<file path="src/rtl/fwc_pkg.sv">
package fwc_pkg;

    typedef enum logic [1:0] {
        FOP_NONE = 2'd0,
        FOP_PROG = 2'd1,
        FOP_PAGE = 2'd2,
        FOP_MASS = 2'd3
    } fop_e;

    typedef enum logic [1:0] {
        SQ_IDLE = 2'd0,
        SQ_WAIT = 2'd1,
        SQ_PROG = 2'd2
    } sq_e;

    localparam int CMD_W = 8;

    typedef struct packed {
        logic load;
        logic pger;
        logic once;
        logic trig;
        logic fin;
        logic abort;
        logic mass;
        logic clr;
    } cmd_t;

    function automatic cmd_t decode_cmd(input logic stb, input logic [CMD_W-1:0] b);
        cmd_t c;
        logic [CMD_W-1:0] g;
        g       = stb ? b : '0;
        c.load  = g[0];
        c.pger  = g[1];
        c.once  = g[2];
        c.trig  = g[3];
        c.fin   = g[4];
        c.abort = g[5];
        c.mass  = g[6];
        c.clr   = g[7];
        return c;
    endfunction

endpackage

</file>
<file path="src/rtl/fwc_addr_unit.sv">
module fwc_addr_unit #(
    parameter int AW      = 24,
    parameter int PG_BITS = 12
) (
    input  logic          clk,
    input  logic          rst,
    input  logic          load,
    input  logic [AW-1:0] load_val,
    input  logic          adv,
    input  logic          step8,
    output logic [AW-1:0] addr
);
    logic [PG_BITS-1:0] off_nxt;

    always_comb begin
        off_nxt = addr[PG_BITS-1:0] + (step8 ? PG_BITS'(8) : PG_BITS'(4));
    end

    always_ff @(posedge clk) begin
        if (rst) begin
            addr <= '0;
        end else if (load) begin
            addr <= load_val & ~AW'(3);
        end else if (adv) begin
            addr <= {addr[AW-1:PG_BITS], off_nxt};
        end
    end

    // an advance never changes the page number
    a_r4_page_kept: assert property (@(posedge clk) disable iff (rst)
        (adv && !load) |=> (addr[AW-1:PG_BITS] == $past(addr[AW-1:PG_BITS])));

    // a load leaves a word-aligned address
    a_r2_aligned: assert property (@(posedge clk) disable iff (rst)
        load |=> (addr[1:0] == 2'b00));

endmodule

</file>
<file path="src/rtl/fwc_wbuf.sv">
module fwc_wbuf #(
    parameter int DW = 32
) (
    input  logic          clk,
    input  logic          rst,
    input  logic          we,
    input  logic [DW-1:0] wdata,
    input  logic          clr,
    input  logic          consume,
    input  logic          dword,
    output logic          ready,
    output logic          full,
    output logic [DW-1:0] word0,
    output logic [DW-1:0] word1
);
    logic [1:0] cnt;
    logic [1:0] need;
    logic       acc;

    always_comb begin
        need  = dword ? 2'd2 : 2'd1;
        ready = (cnt < need);
        full  = (cnt >= need);
        acc   = we && ready;
    end

    always_ff @(posedge clk) begin
        if (rst) begin
            cnt   <= '0;
            word0 <= '0;
            word1 <= '0;
        end else if (clr) begin
            cnt <= '0;
        end else if (consume) begin
            cnt <= acc ? 2'd1 : 2'd0;
            if (acc) word0 <= wdata;
        end else if (acc) begin
            if (cnt == 2'd0) word0 <= wdata;
            else             word1 <= wdata;
            cnt <= cnt + 2'd1;
        end
    end

    // the buffer never holds more than two words
    a_r13_cnt_bound: assert property (@(posedge clk) disable iff (rst)
        cnt <= 2'd2);

    // a clear leaves the buffer able to take data
    a_r13_clr_ready: assert property (@(posedge clk) disable iff (rst)
        (clr && $stable(dword)) |=> ready);

endmodule

</file>
<file path="src/rtl/fwc_tmo.sv">
module fwc_tmo #(
    parameter int TMO_CYC = 120
) (
    input  logic clk,
    input  logic rst,
    input  logic run,
    input  logic kick,
    output logic expired
);
    localparam int TW = (TMO_CYC > 1) ? $clog2(TMO_CYC) : 1;
    localparam logic [TW-1:0] LAST = TW'(TMO_CYC - 1);

    logic [TW-1:0] cnt;

    always_comb begin
        expired = run && !kick && (cnt == LAST);
    end

    always_ff @(posedge clk) begin
        if (rst || !run || kick) begin
            cnt <= '0;
        end else if (cnt != LAST) begin
            cnt <= cnt + TW'(1);
        end
    end

    // the idle count stays inside the window
    a_r9_cnt_range: assert property (@(posedge clk) disable iff (rst)
        cnt <= LAST);

endmodule

</file>
<file path="src/rtl/flash_wcmd_seq.sv">
module flash_wcmd_seq #(
    parameter int AW         = 24,
    parameter int PAGE_BYTES = 4096,
    parameter int CLK_MHZ    = 4,
    parameter int TMO_US     = 30
) (
    input  logic          clk,
    input  logic          rst,
    input  logic          cmd_stb,
    input  logic [7:0]    cmd_bits,
    input  logic [AW-1:0] base_addr,
    input  logic          wren,
    input  logic          dword_mode,
    input  logic          mass_unlock,
    input  logic          wdata_we,
    input  logic [31:0]   wdata,
    input  logic          fl_done,
    output logic          fl_start,
    output logic          fl_abort,
    output logic [1:0]    fl_op,
    output logic          fl_dword,
    output logic [AW-1:0] fl_addr,
    output logic [63:0]   fl_data,
    output logic          busy,
    output logic          stream_active,
    output logic          wdata_ready,
    output logic          dma_req,
    output logic [AW-1:0] cur_addr
);
    import fwc_pkg::*;

    localparam int PG_BITS = $clog2(PAGE_BYTES);
    localparam int TMO_CYC = CLK_MHZ * TMO_US;

    sq_e   st_q;
    fop_e  op_q;
    logic  strm_q;
    cmd_t  c;

    logic  buf_full, buf_ready, buf_consume;
    logic [31:0] w0, w1;
    logic  tmo_exp;

    logic  is_idle, is_wait, is_prog;
    logic  pick_mass, pick_page, pick_once, pick_trig;
    logic  go_mass, go_page, go_once, go_trig, go_strm;
    logic  wt_end, tmo_out, do_abort, done_ok, strm_done, launch, addr_adv;

    always_comb begin
        c         = decode_cmd(cmd_stb, cmd_bits);
        is_idle   = (st_q == SQ_IDLE);
        is_wait   = (st_q == SQ_WAIT);
        is_prog   = (st_q == SQ_PROG);

        pick_mass = is_idle && !c.load && c.mass;
        pick_page = is_idle && !c.load && !c.mass && c.pger;
        pick_once = is_idle && !c.load && !c.mass && !c.pger && c.once;
        pick_trig = is_idle && !c.load && !c.mass && !c.pger && !c.once && c.trig;

        go_mass   = pick_mass && mass_unlock;
        go_page   = pick_page && wren;
        go_once   = pick_once && wren;
        go_trig   = pick_trig;

        wt_end    = is_wait && c.fin;
        go_strm   = is_wait && !c.fin && buf_full;
        tmo_out   = is_wait && !c.fin && !buf_full && tmo_exp;

        do_abort  = is_prog && c.abort && (op_q != FOP_PROG);
        done_ok   = is_prog && !do_abort && fl_done;
        strm_done = done_ok && (op_q == FOP_PROG) && strm_q && !c.fin;
        addr_adv  = done_ok && (op_q == FOP_PROG);

        buf_consume = go_once || go_strm;
        launch      = go_mass || go_page || go_once || go_strm;
    end

    fwc_addr_unit #(.AW(AW), .PG_BITS(PG_BITS)) u_addr (
        .clk      (clk),
        .rst      (rst),
        .load     (is_idle && c.load),
        .load_val (base_addr),
        .adv      (addr_adv),
        .step8    (fl_dword),
        .addr     (cur_addr)
    );

    fwc_wbuf #(.DW(32)) u_buf (
        .clk     (clk),
        .rst     (rst),
        .we      (wdata_we),
        .wdata   (wdata),
        .clr     (c.clr),
        .consume (buf_consume),
        .dword   (dword_mode),
        .ready   (buf_ready),
        .full    (buf_full),
        .word0   (w0),
        .word1   (w1)
    );

    fwc_tmo #(.TMO_CYC(TMO_CYC)) u_tmo (
        .clk     (clk),
        .rst     (rst),
        .run     (is_wait),
        .kick    (wdata_we),
        .expired (tmo_exp)
    );

    always_ff @(posedge clk) begin
        if (rst) begin
            st_q     <= SQ_IDLE;
            op_q     <= FOP_NONE;
            strm_q   <= 1'b0;
            fl_start <= 1'b0;
            fl_abort <= 1'b0;
            fl_addr  <= '0;
            fl_data  <= '0;
            fl_dword <= 1'b0;
        end else begin
            fl_start <= launch;
            fl_abort <= do_abort;
            if (go_mass) begin
                op_q    <= FOP_MASS;
                fl_addr <= '0;
                st_q    <= SQ_PROG;
            end
            if (go_page) begin
                op_q    <= FOP_PAGE;
                fl_addr <= {cur_addr[AW-1:PG_BITS], {PG_BITS{1'b0}}};
                st_q    <= SQ_PROG;
            end
            if (go_once) begin
                op_q     <= FOP_PROG;
                fl_addr  <= cur_addr;
                fl_data  <= {32'h0, w0};
                fl_dword <= 1'b0;
                strm_q   <= 1'b0;
                st_q     <= SQ_PROG;
            end
            if (go_trig) begin
                st_q   <= SQ_WAIT;
                strm_q <= 1'b1;
            end
            if (wt_end || tmo_out) begin
                st_q   <= SQ_IDLE;
                strm_q <= 1'b0;
            end
            if (go_strm) begin
                op_q     <= FOP_PROG;
                fl_addr  <= cur_addr;
                fl_data  <= dword_mode ? {w1, w0} : {32'h0, w0};
                fl_dword <= dword_mode;
                st_q     <= SQ_PROG;
            end
            if (is_prog) begin
                if (c.fin) strm_q <= 1'b0;
                if (do_abort) begin
                    st_q   <= SQ_IDLE;
                    op_q   <= FOP_NONE;
                    strm_q <= 1'b0;
                end else if (fl_done) begin
                    op_q <= FOP_NONE;
                    st_q <= strm_done ? SQ_WAIT : SQ_IDLE;
                end
            end
        end
    end

    always_ff @(posedge clk) begin
        if (rst)                   dma_req <= 1'b0;
        else if (c.clr || strm_done) dma_req <= 1'b1;
        else if (wdata_we)         dma_req <= 1'b0;
    end

    always_comb begin
        fl_op         = op_q;
        busy          = is_prog;
        stream_active = strm_q;
        wdata_ready   = buf_ready;
    end

    // the start strobe is a single-cycle pulse
    a_r8_start_pulse: assert property (@(posedge clk) disable iff (rst)
        fl_start |=> !fl_start);

    // busy only rises together with a start pulse
    a_r14_busy_rise: assert property (@(posedge clk) disable iff (rst)
        $rose(busy) |-> fl_start);

    // write once without enable leaves the block idle
    a_r5_once_gated: assert property (@(posedge clk) disable iff (rst)
        (!busy && !stream_active && cmd_stb && cmd_bits == 8'h04 && !wren) |=> !busy);

    // locked mass erase leaves the block idle
    a_r7_mass_gated: assert property (@(posedge clk) disable iff (rst)
        (!busy && !stream_active && cmd_stb && cmd_bits == 8'h40 && !mass_unlock) |=> !busy);

    // abort of an erase ends it at once with one abort pulse
    a_r12_abort: assert property (@(posedge clk) disable iff (rst)
        (busy && cmd_stb && cmd_bits[5] && fl_op != 2'd1) |=> (!busy && fl_abort));

    // end stream closes the session on the next cycle
    a_r10_end: assert property (@(posedge clk) disable iff (rst)
        (stream_active && cmd_stb && cmd_bits[4]) |=> !stream_active);

endmodule

</file>
<file path="config.mk">
export PLATFORM = sky130hd
export DESIGN_NAME = flash_wcmd_seq
export DESIGN_NICKNAME = d
export VERILOG_FILES = /design/src/rtl/fwc_pkg.sv /design/src/rtl/fwc_addr_unit.sv /design/src/rtl/fwc_wbuf.sv /design/src/rtl/fwc_tmo.sv /design/src/rtl/flash_wcmd_seq.sv
export SDC_FILE = /design/constraint.sdc
export NUM_CORES = 1
export LEC_CHECK = 0
export BUFFER_PORTS_ARGS = -buffer_cell sky130_fd_sc_hd__buf_2
export CAP_MARGIN = 20
export CORE_MARGIN = 3
export CORE_UTILIZATION = 50
export CTS_CLUSTER_DIAMETER = 30
export DETAILED_ROUTE_END_ITERATION = 6
export PLACE_DENSITY = 0.75
export SLEW_MARGIN = 20
export SYNTH_ARGS = -nofsm -noshare
export SYNTH_HDL_FRONTEND = slang
export SYNTH_HIERARCHICAL = 1
export SYNTH_SLANG_ARGS = --single-unit
export TNS_END_PERCENT = 50
</file>
<file path="constraint.sdc">
create_clock -name clk -period 3.3 [get_ports clk]
set_clock_uncertainty 0.1 [all_clocks]
set_input_delay 0.33 -clock clk [delete_from_list [all_inputs] [get_ports clk]]
set_output_delay 0.33 -clock clk [all_outputs]
set_load 0.02 [all_outputs]
</file>
* Yosys cells after proc, flatten, opt, wreduce, memory -nomap -nowiden *
Cells that the tools add are included.

word-level totals
  register bits = 194
  input bits = 72
  output and inout port bits = 121
  word-level logic and storage cells = 132

operators by class
  add/sub/neg operators = 3
  magnitude comparators = 2
  equality and inequality tests = 6
  muxes and demuxes = 46
  bitwise logic cells = 3
  reduce and logical (&&, ||, !) cells = 56

operators by type and width
  operator             number
  $mux 64              3
  $mux 32              4
  $mux 24              5
  $mux 2               19
  $logic_and 1x1->1    27
  $add 12x12->12       1
  $mux 1               12
  $mux 12              1
  $reduce_bool 2->1    5
  $logic_not 1->1      9
  $logic_or 1x1->1     8
  $mux 8               1
  $add 7x1->7 const B  1
  $eq 7x7->1 const B   1
  $ne 7x7->1 const B   1
  $eq 2x1->1 const B   2
  $logic_not 2->1      2
  $mux 4               1
  $reduce_and 4->1     1
  $reduce_bool 4->1    1
  $reduce_or 2->1      2
  $not 1->1            3
  $reduce_and 3->1     1
  $add 2x1->2 const B  1
  other kinds (4)      4

* Logic depth before layout (Yosys ltp) *
Gate-level depths: netlist of run 1.

  depth in word-level cells = 14
  mapped depth = 16
  depth with buffers taken out = 11

* Modules after synthesis *
The synthesis of run 1 kept the hierarchy.

modules (own cells, without submodules)
  module          instances  cells an instance  area each (um^2)  seq. area each (um^2)
  flash_wcmd_seq  1          362                3808.7            1941.9
  fwc_wbuf        1          271                2837.7            1321.3
  fwc_addr_unit   1          111                1034.7            440.4
  fwc_tmo         1          39                 337.8             140.1

* Worst setup path before layout of run 1 *
Ideal clock, no wire load.

  path kind = input to register
  start point = in dword_mode
  end point = reg u_buf.word1[19]
  library setup time = 72 ps
  arrival time = 2925 ps
  data required time = 3128 ps
  slack = 204 ps
  stages = 16
  buffers on the path = 5
  cell sequence = inv_1 > ha_1 > nor2b_4 > nor2_1 > nand2_1 > nand3_2 > buf_6 > buf_2 > and2_1 > inv_1 > nor2_1 > and4_1 > clkbuf_1 > buf_4 > buf_4 > mux2i_1

on the way
  elaborated cells between the ends (all ways) = 8
  classes of those cells = 2 x order compare; 1 x mux; 1 x bitwise; 4 x reduce/logical

RTL lines
  item                        RTL line              source
  from (decl)                 flash_wcmd_seq.sv:13  input logic dword_mode,
  $mux 2                      fwc_wbuf.sv:21        need = dword ? 2'd2 : 2'd1;
  $lt 2x2->1                  fwc_wbuf.sv:22        ready = (cnt < need);
  named net wdata_ready       flash_wcmd_seq.sv:26  output logic wdata_ready,
  $logic_and 1x1->1           fwc_wbuf.sv:24        acc = we && ready;
  $reduce_and 4->1 (no line)  n/a
  to (signal assigned)        fwc_wbuf.sv:39        else word1 <= wdata;
  to (decl)                   fwc_wbuf.sv:14        output logic [DW-1:0] word1

The timed path passes the listed nets, and every way through them passes these cells.
A chain may end at the register's enable or synchronous reset.

* Final worst setup path of run 1 *
  start point = reg u_buf.cnt[1]
  end point = reg u_buf.word0[20]

on the way
  longest elaborated chain between the ends = 5
  elaborated cells between the ends (all ways) = 9
  classes of those cells = 2 x order compare; 1 x mux; 6 x reduce/logical

ends and longest elaborated chain
  item                         RTL line              source
  from (decl)                  fwc_wbuf.sv:16        logic [1:0] cnt;
  from (signal assigned)       fwc_wbuf.sv:35        cnt <= acc ? 2'd1 : 2'd0;
  from (signal assigned)       fwc_wbuf.sv:40        cnt <= cnt + 2'd1;
  $ge 2x2->1 *                 fwc_wbuf.sv:23        full = (cnt >= need);
  named net buf_full           flash_wcmd_seq.sv:40  logic buf_full, buf_ready, buf_consume;
  $logic_and 1x1->1 *          flash_wcmd_seq.sv:66  go_strm = is_wait && !c.fin && buf_full;
  $logic_or 1x1->1 *           flash_wcmd_seq.sv:74  buf_consume = go_once || go_strm;
  named net buf_consume        flash_wcmd_seq.sv:40
  $reduce_bool 2->1 (no line)  n/a
  $reduce_and 3->1 (no line)   n/a
  to (signal assigned)         fwc_wbuf.sv:36        if (acc) word0 <= wdata;
  to (signal assigned)         fwc_wbuf.sv:38        if (cnt == 2'd0) word0 <= wdata;
  to (decl)                    fwc_wbuf.sv:13        output logic [DW-1:0] word0,

Mark *: on every way through the listed nets, which the timed path passes. The rest lies on a longest branch.

==> metrics.txt, run 1 <==
outcome=complete, no violations; clock latency on the worst-skew pair=0.43 ns; fillcell total=1,343; Post-route DRC=0; leading area contributor after synthesis=dfxtp_1; ys async rst share=0; Rows=45; Synth cell types=63; Worst R2R End=u_buf/word0[20]$_SDFFE_PP0P_; Post-CTS Setup Bufs=0; # setup viols final=0; Worst Path Required=3.50 ns; Slew Limit Fails=0; GR Util All Layers=0.204; fin nets=1,022; crit path time final=2.69 ns; FF-to-FF Start=u_buf/cnt[1]$_SDFFE_PP0P_; crit path setup slack, layout=0.607 ns; share of layout cells above drive strength 1=0.289; Resized Gates After CTS=0; routed vias=6,054; Place WS=0.429 ns; # hold bufs at CTS=0; Mean Syn Cell Area=10.2 um2; Worst Tran Pin Value=0.992 ns; Mapped Area=8020 um2; input/output buffers=188; commonest non-fill, non-tap cell in the layout=dfxtp_1; total clock sinks=192; core area=15,400 um2; global-route wire length before repair=29,600 um; Detailed Routing Iterations Pass 1=4; Starting Density=0.520; min-delay src=base_addr[21]; Reg clk slew, reported paths=0.07 ns; Hold WC Path Type=in -> reg; hold_ws=0.0434 ns; Post-synth EDFFs=0; antenna viol nets, final=0; Hold Path End=u_addr/addr[21]$_SDFFE_PP0P_; crit path launch type=flop; CP Capture Type=flop; leading cell types in the layout, fill and taps excluded=dfxtp_1 (192), buf_2 (187), nand2b_1 (110); drt initial violations=404; leakage power=4.14 nW; Max IR drop VDD=0.000347 V; power per cell area=508 nW/um2; antenna violations before repair=0; post-synth top area share=0.479; die area=17,600 um2; # diodes=0; H-tree depth=4; Gate Count Post-Synth=783; largest net degree at the start of global routing=83; number of global-route vias before repair=5,803; RSZ-0062 raised after global routing=no; final hold vios=0; Fmax=371 MHz; final WL=18,100 um; # Max-Cap Violations=0; share of the yosys chip area belonging to registers=0.479; vias per cell=5.19; CTS buffer count=17; Final GP Congestion=0.872; r2r setup slk=0.61 ns; WL per Instance=15.5 um; I/O Pins=193; Synth Register Bits=192; worst endpoint data arrival time=2.89 ns; setup TNS=0 ns; CTS tree=done; top post-synthesis cells by area=dfxtp_1 (48%), mux2i_1 (10%), nand2b_1 (8.6%); Max Fanout on Critical Path=29; Bufs on Longest Clock Path=2; Syn. warnings=6; Worst slew margin=0.330; synthesis-to-finish area growth=19.5%; grt total ovfl=0; HPWL Detailed=12,500 um; CTS root buffer=clkbuf_16; final worst-path cycle share=0.816; die width=133 um; Top FF cell, synth=dfxtp_1; Die Ht=133 um; Hold Path Depth=3; kind of critical path=reg -> reg; worst r2r path cells=11
area by class of cell:
| type | count | area, um2 | area share |
|---|---|---|---|
| Clock buffer | 21 | 460 | 0.0481 |
| Multi-Input combinational cell | 516 | 3760 | 0.393 |
| Clock inverter | 11 | 126 | 0.0132 |
| Timing Repair Buffer | 201 | 1070 | 0.111 |
| Sequential cell | 192 | 3840 | 0.401 |
| Inverter | 15 | 56.3 | 0.00588 |
| Tap cell | 211 | 264 | 0.0276 |
layer usage:
metal / track usage / share of wire
met5: 0 / 0
met4: 0.0641 / 0.012
met2: 0.307 / 0.44
met1: 0.294 / 0.50
met3: 0.0422 / 0.047
how the worst max path moves through the flow:
| stage | depth (start not counted) | slack, ns | to | start |
|---|---|---|---|---|
| floorplan | 16 | 0.20 | u_buf/word1[19]$_SDFFE_PP0P_ | dword_mode |
| global placement | 13 | 0.47 | u_buf/word0[25]$_SDFFE_PP0P_ | dword_mode |
| detailed placement | 13 | 0.43 | u_buf/word0[20]$_SDFFE_PP0P_ | dword_mode |
| CTS | 11 | 0.58 | u_buf/word0[20]$_SDFFE_PP0P_ | u_buf/cnt[1]$_SDFFE_PP0P_ |
| global route | 11 | 0.38 | u_buf/word0[20]$_SDFFE_PP0P_ | u_buf/cnt[1]$_SDFFE_PP0P_ |
| finish | 11 | 0.61 | u_buf/word0[20]$_SDFFE_PP0P_ | u_buf/cnt[1]$_SDFFE_PP0P_ |
Yosys cell counts, types with 2 or more instances:
cell,count
nor3b_1,5
a21o_1,2
a22o_1,44
buf_6,13
and3_1,2
buf_2,13
nand3_1,40
mux2i_1,80
a211oi_1,3
nand2b_1,110
a21oi_1,49
nor2b_1,6
o21a_1,4
and2_1,5
a21bo_1,7
nor3_1,3
dfxtp_1,192
nor2b_4,2
nor2_1,24
nand4_2,2
a21boi_0,2
or3_1,4
inv_1,15
buf_1,6
clkbuf_1,24
o21ai_0,21
ha_1,6
a21bo_2,26
buf_4,5
nand2_1,13
xor2_1,4
nand4_1,15
xnor2_1,6
where the power goes:
part           leakage [nW]  total [mW]  switching (mW)  internal, mW
sequential             1.55        2.42          0.0417          2.38
clock                 0.289        2.06           0.890          1.17
combinational          2.30       0.393           0.220         0.173
total                  4.14        4.87            1.15          3.71
cell families (layout without fill, tap and decap cells):
| group | after synthesis | count (layout) | synth area share |
|---|---|---|---|
| fa+ha+maj | 7 | 7 | 0.0119 |
| simple gates | 249 | 249 | 0.191 |
| flops | 192 | 192 | 0.479 |
| other cells | 1 | 2 | 0.000468 |
| mux | 80 | 80 | 0.0999 |
| xor+xnor | 10 | 10 | 0.0109 |
| buf+inv | 76 | 248 | 0.0521 |
| compound gates | 168 | 168 | 0.154 |
metrics by stage:
step                 util  total power [mW]  area (um2)  instances
floorplan               -              2.74        8020        784
global placement    0.583              2.86        8990       1135
detailed placement  0.583              2.86        8990       1135
CTS                 0.621              4.91        9580       1167
global route        0.621              5.04        9580       1167
finish              0.621              4.87        9580       1167
worst max-delay path: stages (launching register included):
cell and delay (ns):
dfxtp_1 0.32, ha_1 0.32, nor2b_4 0.20, nor2_1 0.06, nand2_1 0.10, nand3_2 0.07
and2_1 0.16, inv_1 0.10, nor2_1 0.09, or4_2 0.53, buf_4 0.30, mux2i_1 0.18
flip-flops by register name, summed over array words and instances (netlist names), 2 cells and up:
register / cells
fl_addr: 24
fl_data: 64
fl_op: 2
st_q: 2
u_addr/addr: 22
u_buf/cnt: 2
u_buf/word0: 32
u_buf/word1: 32
u_tmo/cnt: 7
No activity file was read; power rests on OpenSTA's default activity.
==> inputs of run 2 (changes only) <==
==> constraint.sdc (replaced) <==
create_clock -name clk -period 2.8 [get_ports clk]
set_clock_uncertainty 0.1 [all_clocks]
set_input_delay 0.28 -clock clk [delete_from_list [all_inputs] [get_ports clk]]
set_output_delay 0.28 -clock clk [all_outputs]
set_load 0.02 [all_outputs]
==> metrics.txt, run 2 (synthesized netlist as in run 1, its figures left out) <==
drt initial violations=355 (-12%); Seq pwr share=0.500 (+0.003); worst r2r path cells=11 (unchanged); biggest regs=fl_data: 64 flops, u_buf/word0: 32 flops, u_buf/word1: 32 flops; crit path launch type=flop; I/O Pins=193 (unchanged); outcome=complete, no violations; worst endpoint data arrival time=2.69 ns (-0.20 ns); grt total ovfl=0 (unchanged); P_sw=1.40 mW (+21%); r2r setup slk=0.32 ns (-0.29 ns); Largest Register=fl_data; hold_ws=0.0275 ns (-0.0159 ns); fin nets=1,041 (+1.9%); number of flip-flops in the largest register=64 (unchanged); Bufs on Longest Clock Path=2 (unchanged); Reg clk slew, reported paths=0.07 ns (about the same); Final GP Congestion=0.845 (-3.1%); crit path to=u_buf/word0[7]$_SDFFE_PP0P_; # setup viols final=0 (unchanged); largest net degree at the start of global routing=83 (unchanged); share of layout cells above drive strength 1=0.290 (+0.00155); WL per Instance=15.8 um (+1.6%); final WL=18,700 um (+3.3%); leakage power=4.24 nW (+2.3%); final hold vios=0 (unchanged); input/output buffers=188 (unchanged); power per cell area=581 nW/um2 (+14%); setup TNS=0 ns (unchanged); HPWL Detailed=12,700 um (+1.9%); Setup crit start=u_buf/cnt[1]$_SDFFE_PP0P_; synthesis-to-finish area growth=22.3%; Hold WC Path Type=in -> reg; FF-to-FF Start=u_buf/cnt[1]$_SDFFE_PP0P_; Fmax=403 MHz (+8.6%); antenna viol nets, final=0 (unchanged); global-route wire length before repair=29,700 um (+0.33%); vias per cell=5.20 (+0.32%); GR Util All Layers=0.205 (+0.000787); CTS buffer count=17 (unchanged); Max IR drop VDD=0.000445 V (+28%); Detailed Routing Iterations Pass 1=5 (+1); number of global-route vias before repair=5,720 (-1.4%); Max Fanout on Critical Path=14 (-52%); Die Ht=133 um (unchanged); Worst Path Required=3.01 ns (-0.49 ns); RSZ-0062 raised after global routing=no; total clock sinks=192 (unchanged); # Max-Cap Violations=0 (unchanged); leading cell types in the layout, fill and taps excluded=dfxtp_1 (192), buf_2 (187), nand2b_1 (110); Worst Tran Pin Value=0.945 ns (-0.0468 ns); Comb power frac=0.088 (+0.007); die area=17,600 um2 (unchanged); Slew Limit Fails=0 (unchanged); Switching Share=0.245 (+0.00837); # diodes=0 (unchanged); die width=133 um (unchanged); Worst slew margin=0.370 (+0.0399); final worst-path cycle share=0.886 (+0.0697); clock latency on the worst-skew pair=0.43 ns (about the same); Rows=45 (unchanged); kind of critical path=reg -> reg; crit path time final=2.48 ns (-0.213 ns); commonest non-fill, non-tap cell in the layout=dfxtp_1; Worst R2R End=u_buf/word0[7]$_SDFFE_PP0P_; Post-CTS Setup Bufs=0 (unchanged); antenna violations before repair=0 (unchanged); CTS tree=done; Clock power frac=0.412 (-0.010); H-tree depth=4 (unchanged); CTS root buffer=clkbuf_16; Internal=4.30 mW (+16%); Starting Density=0.520 (unchanged); CP Capture Type=flop; core area=15,400 um2 (unchanged); Post-route DRC=0 (unchanged); routed vias=6,172 (+1.9%)
run 2: cell types whose count changed in the layout (fill, tap and decap cells not counted), sizes merged:
| cell | before | now |
|---|---|---|
| dlygate4sd3 | 0 | 14 |
| buf | 201 | 205 |
| clkinvlp | 1 | 3 |
| inv | 19 | 21 |
| bufinv | 2 | 1 |
| clkbuf | 21 | 20 |
| clkinv | 4 | 3 |
run 2: worst min-delay path by stage:
stage | start | endpoint | cells after the start
6_report | base_addr[11] | u_addr/addr[11]$_SDFFE_PP0P_ | 3
3_3_place_gp | fl_data[15]$_SDFFE_PP0P_ | fl_data[15]$_SDFFE_PP0P_ | 2
5_1_grt | base_addr[11] | u_addr/addr[11]$_SDFFE_PP0P_ | 3
3_5_place_dp | fl_data[49]$_SDFFE_PP0P_ | fl_data[49]$_SDFFE_PP0P_ | 1
4_1_cts | base_addr[4] | u_addr/addr[4]$_SDFFE_PP0P_ | 3
2_1_floorplan | base_addr[2] | u_addr/addr[2]$_SDFFE_PP0P_ | 2
run 2: area by class of cell:
type                       count  area (um2)
fill                        1309        5620
sequential                   192        3840
multi-input combinational    516        3770
timing repair buffer         220        1300
clock buffer                  19         443
tap                          211         264
clock inverter                13         126
inverter                      15        56.3
run 2: per-stage QoR:
stage                     instance area, um2  total power, mW   util  instances  setup slack (ns)
after floorplan                         8030             3.23      -        784            0.0247
after global placement                  9070             3.38  0.588       1139             0.145
after detailed placement                9070             3.38  0.588       1139            0.0612
after CTS                               9780             5.73  0.634       1185             0.157
after global routing                    9810             5.89  0.636       1186            0.0472
final                                   9810             5.70  0.636       1186             0.320
run 2: worst max-delay path, cell delays in order (launching register included):
cell and delay [ns]:
dfxtp_1 0.33, ha_1 0.32, nor2b_4 0.19, nor2_4 0.04
nand2_1 0.10, nand3_2 0.11, and2_1 0.18, inv_1 0.10
nor2_1 0.09, or4_4 0.46, clkbuf_16 0.22, mux2i_1 0.13
run 2: routing by layer:
metal | share of wire | vias to the layer above | GRT usage
met1 | 0.49 | 2886 | 0.296
met5 | 0 | - | 0
met3 | 0.049 | 15 | 0.0426
met2 | 0.45 | 175 | 0.310
met4 | 0.012 | 0 | 0.0595
li1 | - | 3096 | -
run 2: repair_timing:
| item | CTS | global route |
|---|---|---|
| setup endpoints to repair | 0 | 13 |
| hold endpoints to repair | 14 | 0 |
| hold buffers | 14 | 0 |
| gates resized for setup | 0 | 1 |
run 2: power groups by stage:
| stage | logic [mW] | clock network (mW) | registers (mW) |
|---|---|---|---|
| floorplan | 0.299 | 0 | 2.93 |
| detailed placement | 0.471 | 0 | 2.91 |
| CTS | 0.489 | 2.39 | 2.85 |
| global placement | 0.467 | 0 | 2.91 |
| finish | 0.501 | 2.35 | 2.85 |
| global route | 0.542 | 2.49 | 2.86 |
==> inputs of run 3 (changes only) <==
--- a/config.mk
+++ b/config.mk
@@ -11,10 +11,9 @@
 export CORE_UTILIZATION = 50
 export CTS_CLUSTER_DIAMETER = 30
 export DETAILED_ROUTE_END_ITERATION = 6
-export PLACE_DENSITY = 0.75
+export PLACE_DENSITY = 0.76
 export SLEW_MARGIN = 20
 export SYNTH_ARGS = -nofsm -noshare
 export SYNTH_HDL_FRONTEND = slang
-export SYNTH_HIERARCHICAL = 1
 export SYNTH_SLANG_ARGS = --single-unit
 export TNS_END_PERCENT = 50
==> metrics.txt, run 3 <==
Starting Density=0.514 (-0.00603); vias per cell=5.21 (+0.14%); Detailed Routing Iterations Pass 1=5 (unchanged); Worst slew margin=0.412 (+0.0424); CP Capture Type=flop; fin nets=1,060 (+1.8%); worst r2r path cells=5 (-6); H-tree depth=4 (unchanged); die area=16,600 um2 (-5.9%); leading cell types in the layout, fill and taps excluded=dfxtp_1 (190), buf_2 (185), nand2_1 (99); Top FF cell, synth=dfxtp_1; Hold Path Depth=3 (unchanged); core area=14,600 um2 (-5.1%); share of the yosys chip area belonging to registers=0.506 (+0.0262); leading area contributor after synthesis=dfxtp_1; Commonest cells post-synth=dfxtp_1 (190), nand2_1 (99), nand2b_1 (82), nor2_1 (57), a21oi_1 (52); Reg clk slew, reported paths=0.07 ns (about the same); crit path launch type=flop; Syn. warnings=0 (-6); power per cell area=632 nW/um2 (+8.8%); Rows=44 (-2.2%); Synth cell types=54 (-14%); Post-Layout Cell Count=1,178 (-0.67%); global-route wire length before repair=28,600 um (-3.8%); Largest Register=fl_data; Slew Limit Fails=0 (unchanged); number of flip-flops in the largest register=64 (unchanged); die width=129 um (-3.0%); Gate Count Post-Synth=805 (+2.8%); routed vias=6,139 (-0.53%); Mean Syn Cell Area=9.35 um2 (-8.7%); # diodes=0 (unchanged); Max Used Layer=met4; post-synth top area share=0.506 (+0.0262); largest net degree at the start of global routing=66 (-20%); input/output buffers=186 (-1.1%); WL per Instance=14.8 um (-6.0%); wire length on met3=702 um (-23%); final hold vios=0 (unchanged); antenna violations before repair=0 (unchanged); Resized Gates After CTS=0 (unchanged); RSZ-0062 raised after global routing=no; Die Ht=129 um (-3.0%); count leader, synth=dfxtp_1; number of global-route vias before repair=5,680 (-0.70%); share of layout cells above drive strength 1=0.255 (-0.0357); Final GP Congestion=0.832 (-1.5%); Layout Utilization=0.634 (-0.00121); total power=5.87 mW (+3.1%); HPWL Detailed=11,400 um (-10%); # setup viols final=0 (unchanged); Max Fanout on Critical Path=13 (-1); r2r setup slk=0.44 ns (+0.12 ns); Max IR drop VDD=0.000375 V (-16%); Hold WC Path Type=in -> reg; Synth Register Bits=190 (-1.0%); antenna viol nets, final=0 (unchanged); Post-CTS Setup Bufs=0 (unchanged); ys async rst share=0 (unchanged); clock latency on the worst-skew pair=0.42 ns (about the same); grt total ovfl=0 (unchanged); kind of critical path=reg -> reg; Fmax=424 MHz (+5.2%); setup TNS=0 ns (unchanged); commonest non-fill, non-tap cell in the layout=dfxtp_1; final worst-path cycle share=0.842 (-0.0441); Worst Tran Pin Value=0.878 ns (-0.0669 ns); top post-synthesis cells by area=dfxtp_1 (51%), nand2b_1 (6.8%), nand2_1 (4.9%); crit path time final=2.36 ns (-0.123 ns); CTS root buffer=clkbuf_16; biggest regs=fl_data: 64 flops, u_buf.word0: 32 flops, u_buf.word1: 32 flops; Cells after DPL=1,133 (-0.53%); Worst Path Required=3.07 ns (+0.06 ns); synthesis-to-finish area growth=23.5%; Post-route DRC=0 (unchanged); Bufs on Longest Clock Path=2 (unchanged); leakage power=3.95 nW (-6.9%); post-route cell area=9290 um2 (-5.3%); GR Util All Layers=0.213 (+0.00824); outcome=complete, no violations; worst endpoint data arrival time=2.62 ns (-0.07 ns); fillcell total=1,252 (-4.4%); total clock sinks=190 (-1.0%); CTS buffer count=17 (unchanged); Post-synth EDFFs=0 (unchanged); Area after DPL=8530 um2 (-6.0%); final WL=17,500 um (-6.6%); I/O Pins=193 (unchanged); Mapped Area=7520 um2 (-6.2%); CTS tree=done; M1 WL=7970 um (-13%); # Max-Cap Violations=0 (unchanged); drt initial violations=380 (+7.0%); met2 WL=8570 um (+2.8%)
-- run 3: worst max-delay path: stages (launching register included) --
cell     delay [ns]
dfxtp_1        0.46
nor3b_4        0.10
and4b_1        0.28
nor2_1         0.69
and2_1         0.49
a22o_1         0.19
-- run 3: worst paths after layout --
kind / from / to
min reg2reg: fl_data[20]$_SDFFE_PP0N_ / fl_data[20]$_SDFFE_PP0N_
max: st_q[1]$_SDFF_PP0_ / fl_addr[7]$_SDFFE_PP0P_
max reg2reg: st_q[1]$_SDFF_PP0_ / fl_addr[7]$_SDFFE_PP0P_
min: wdata[8] / u_buf.word1[8]$_SDFFE_PP0P_
-- run 3: through the flow --
stage          setup WS, ns  hold slack [ns]
6_report              0.443           0.0324
2_1_floorplan         0.587            0.293
5_1_grt               0.241           0.0179
3_5_place_dp          0.357            0.342
3_3_place_gp          0.393            0.335
4_1_cts               0.415          0.00566
-- run 3: cells by family after synthesis --
kind of cell | synth area share
simple gates | 0.222
flops | 0.506
compound gates | 0.149
buf+inv | 0.0487
mux | 0.0466
xor+xnor | 0.0151
fa+ha+maj | 0.0126
other cells | 0.000498
-- run 3: layer usage --
layer / track usage / vias up
li1: - / 3107
met1: 0.283 / 2875
met2: 0.347 / 143
met3: 0.0494 / 14
met4: 0.0642 / 0
met5: 0 / -
-- run 3: timing repair --
item                                   4_1_cts  5_1_grt
setup endpoints to repair                    0        0
hold buffers                                13        0
endpoints found under the hold margin       13        0
-- run 3: area by class of cell --
type                    instances  area [um2]  area share
inverters                       8        30.0     0.00323
clock buffers                  17         425      0.0458
repair buffers                214        1210       0.131
flip-flops and latches        190        3800       0.409
clock inverters                15         208      0.0224
multi-input cells             550        3380       0.364
well taps                     184         230      0.0248
-- run 3: power by group --
group          switching, mW  internal (mW)
registers             0.0495           2.78
clock network           1.06           1.51
logic                  0.272          0.201
total                   1.38           4.49
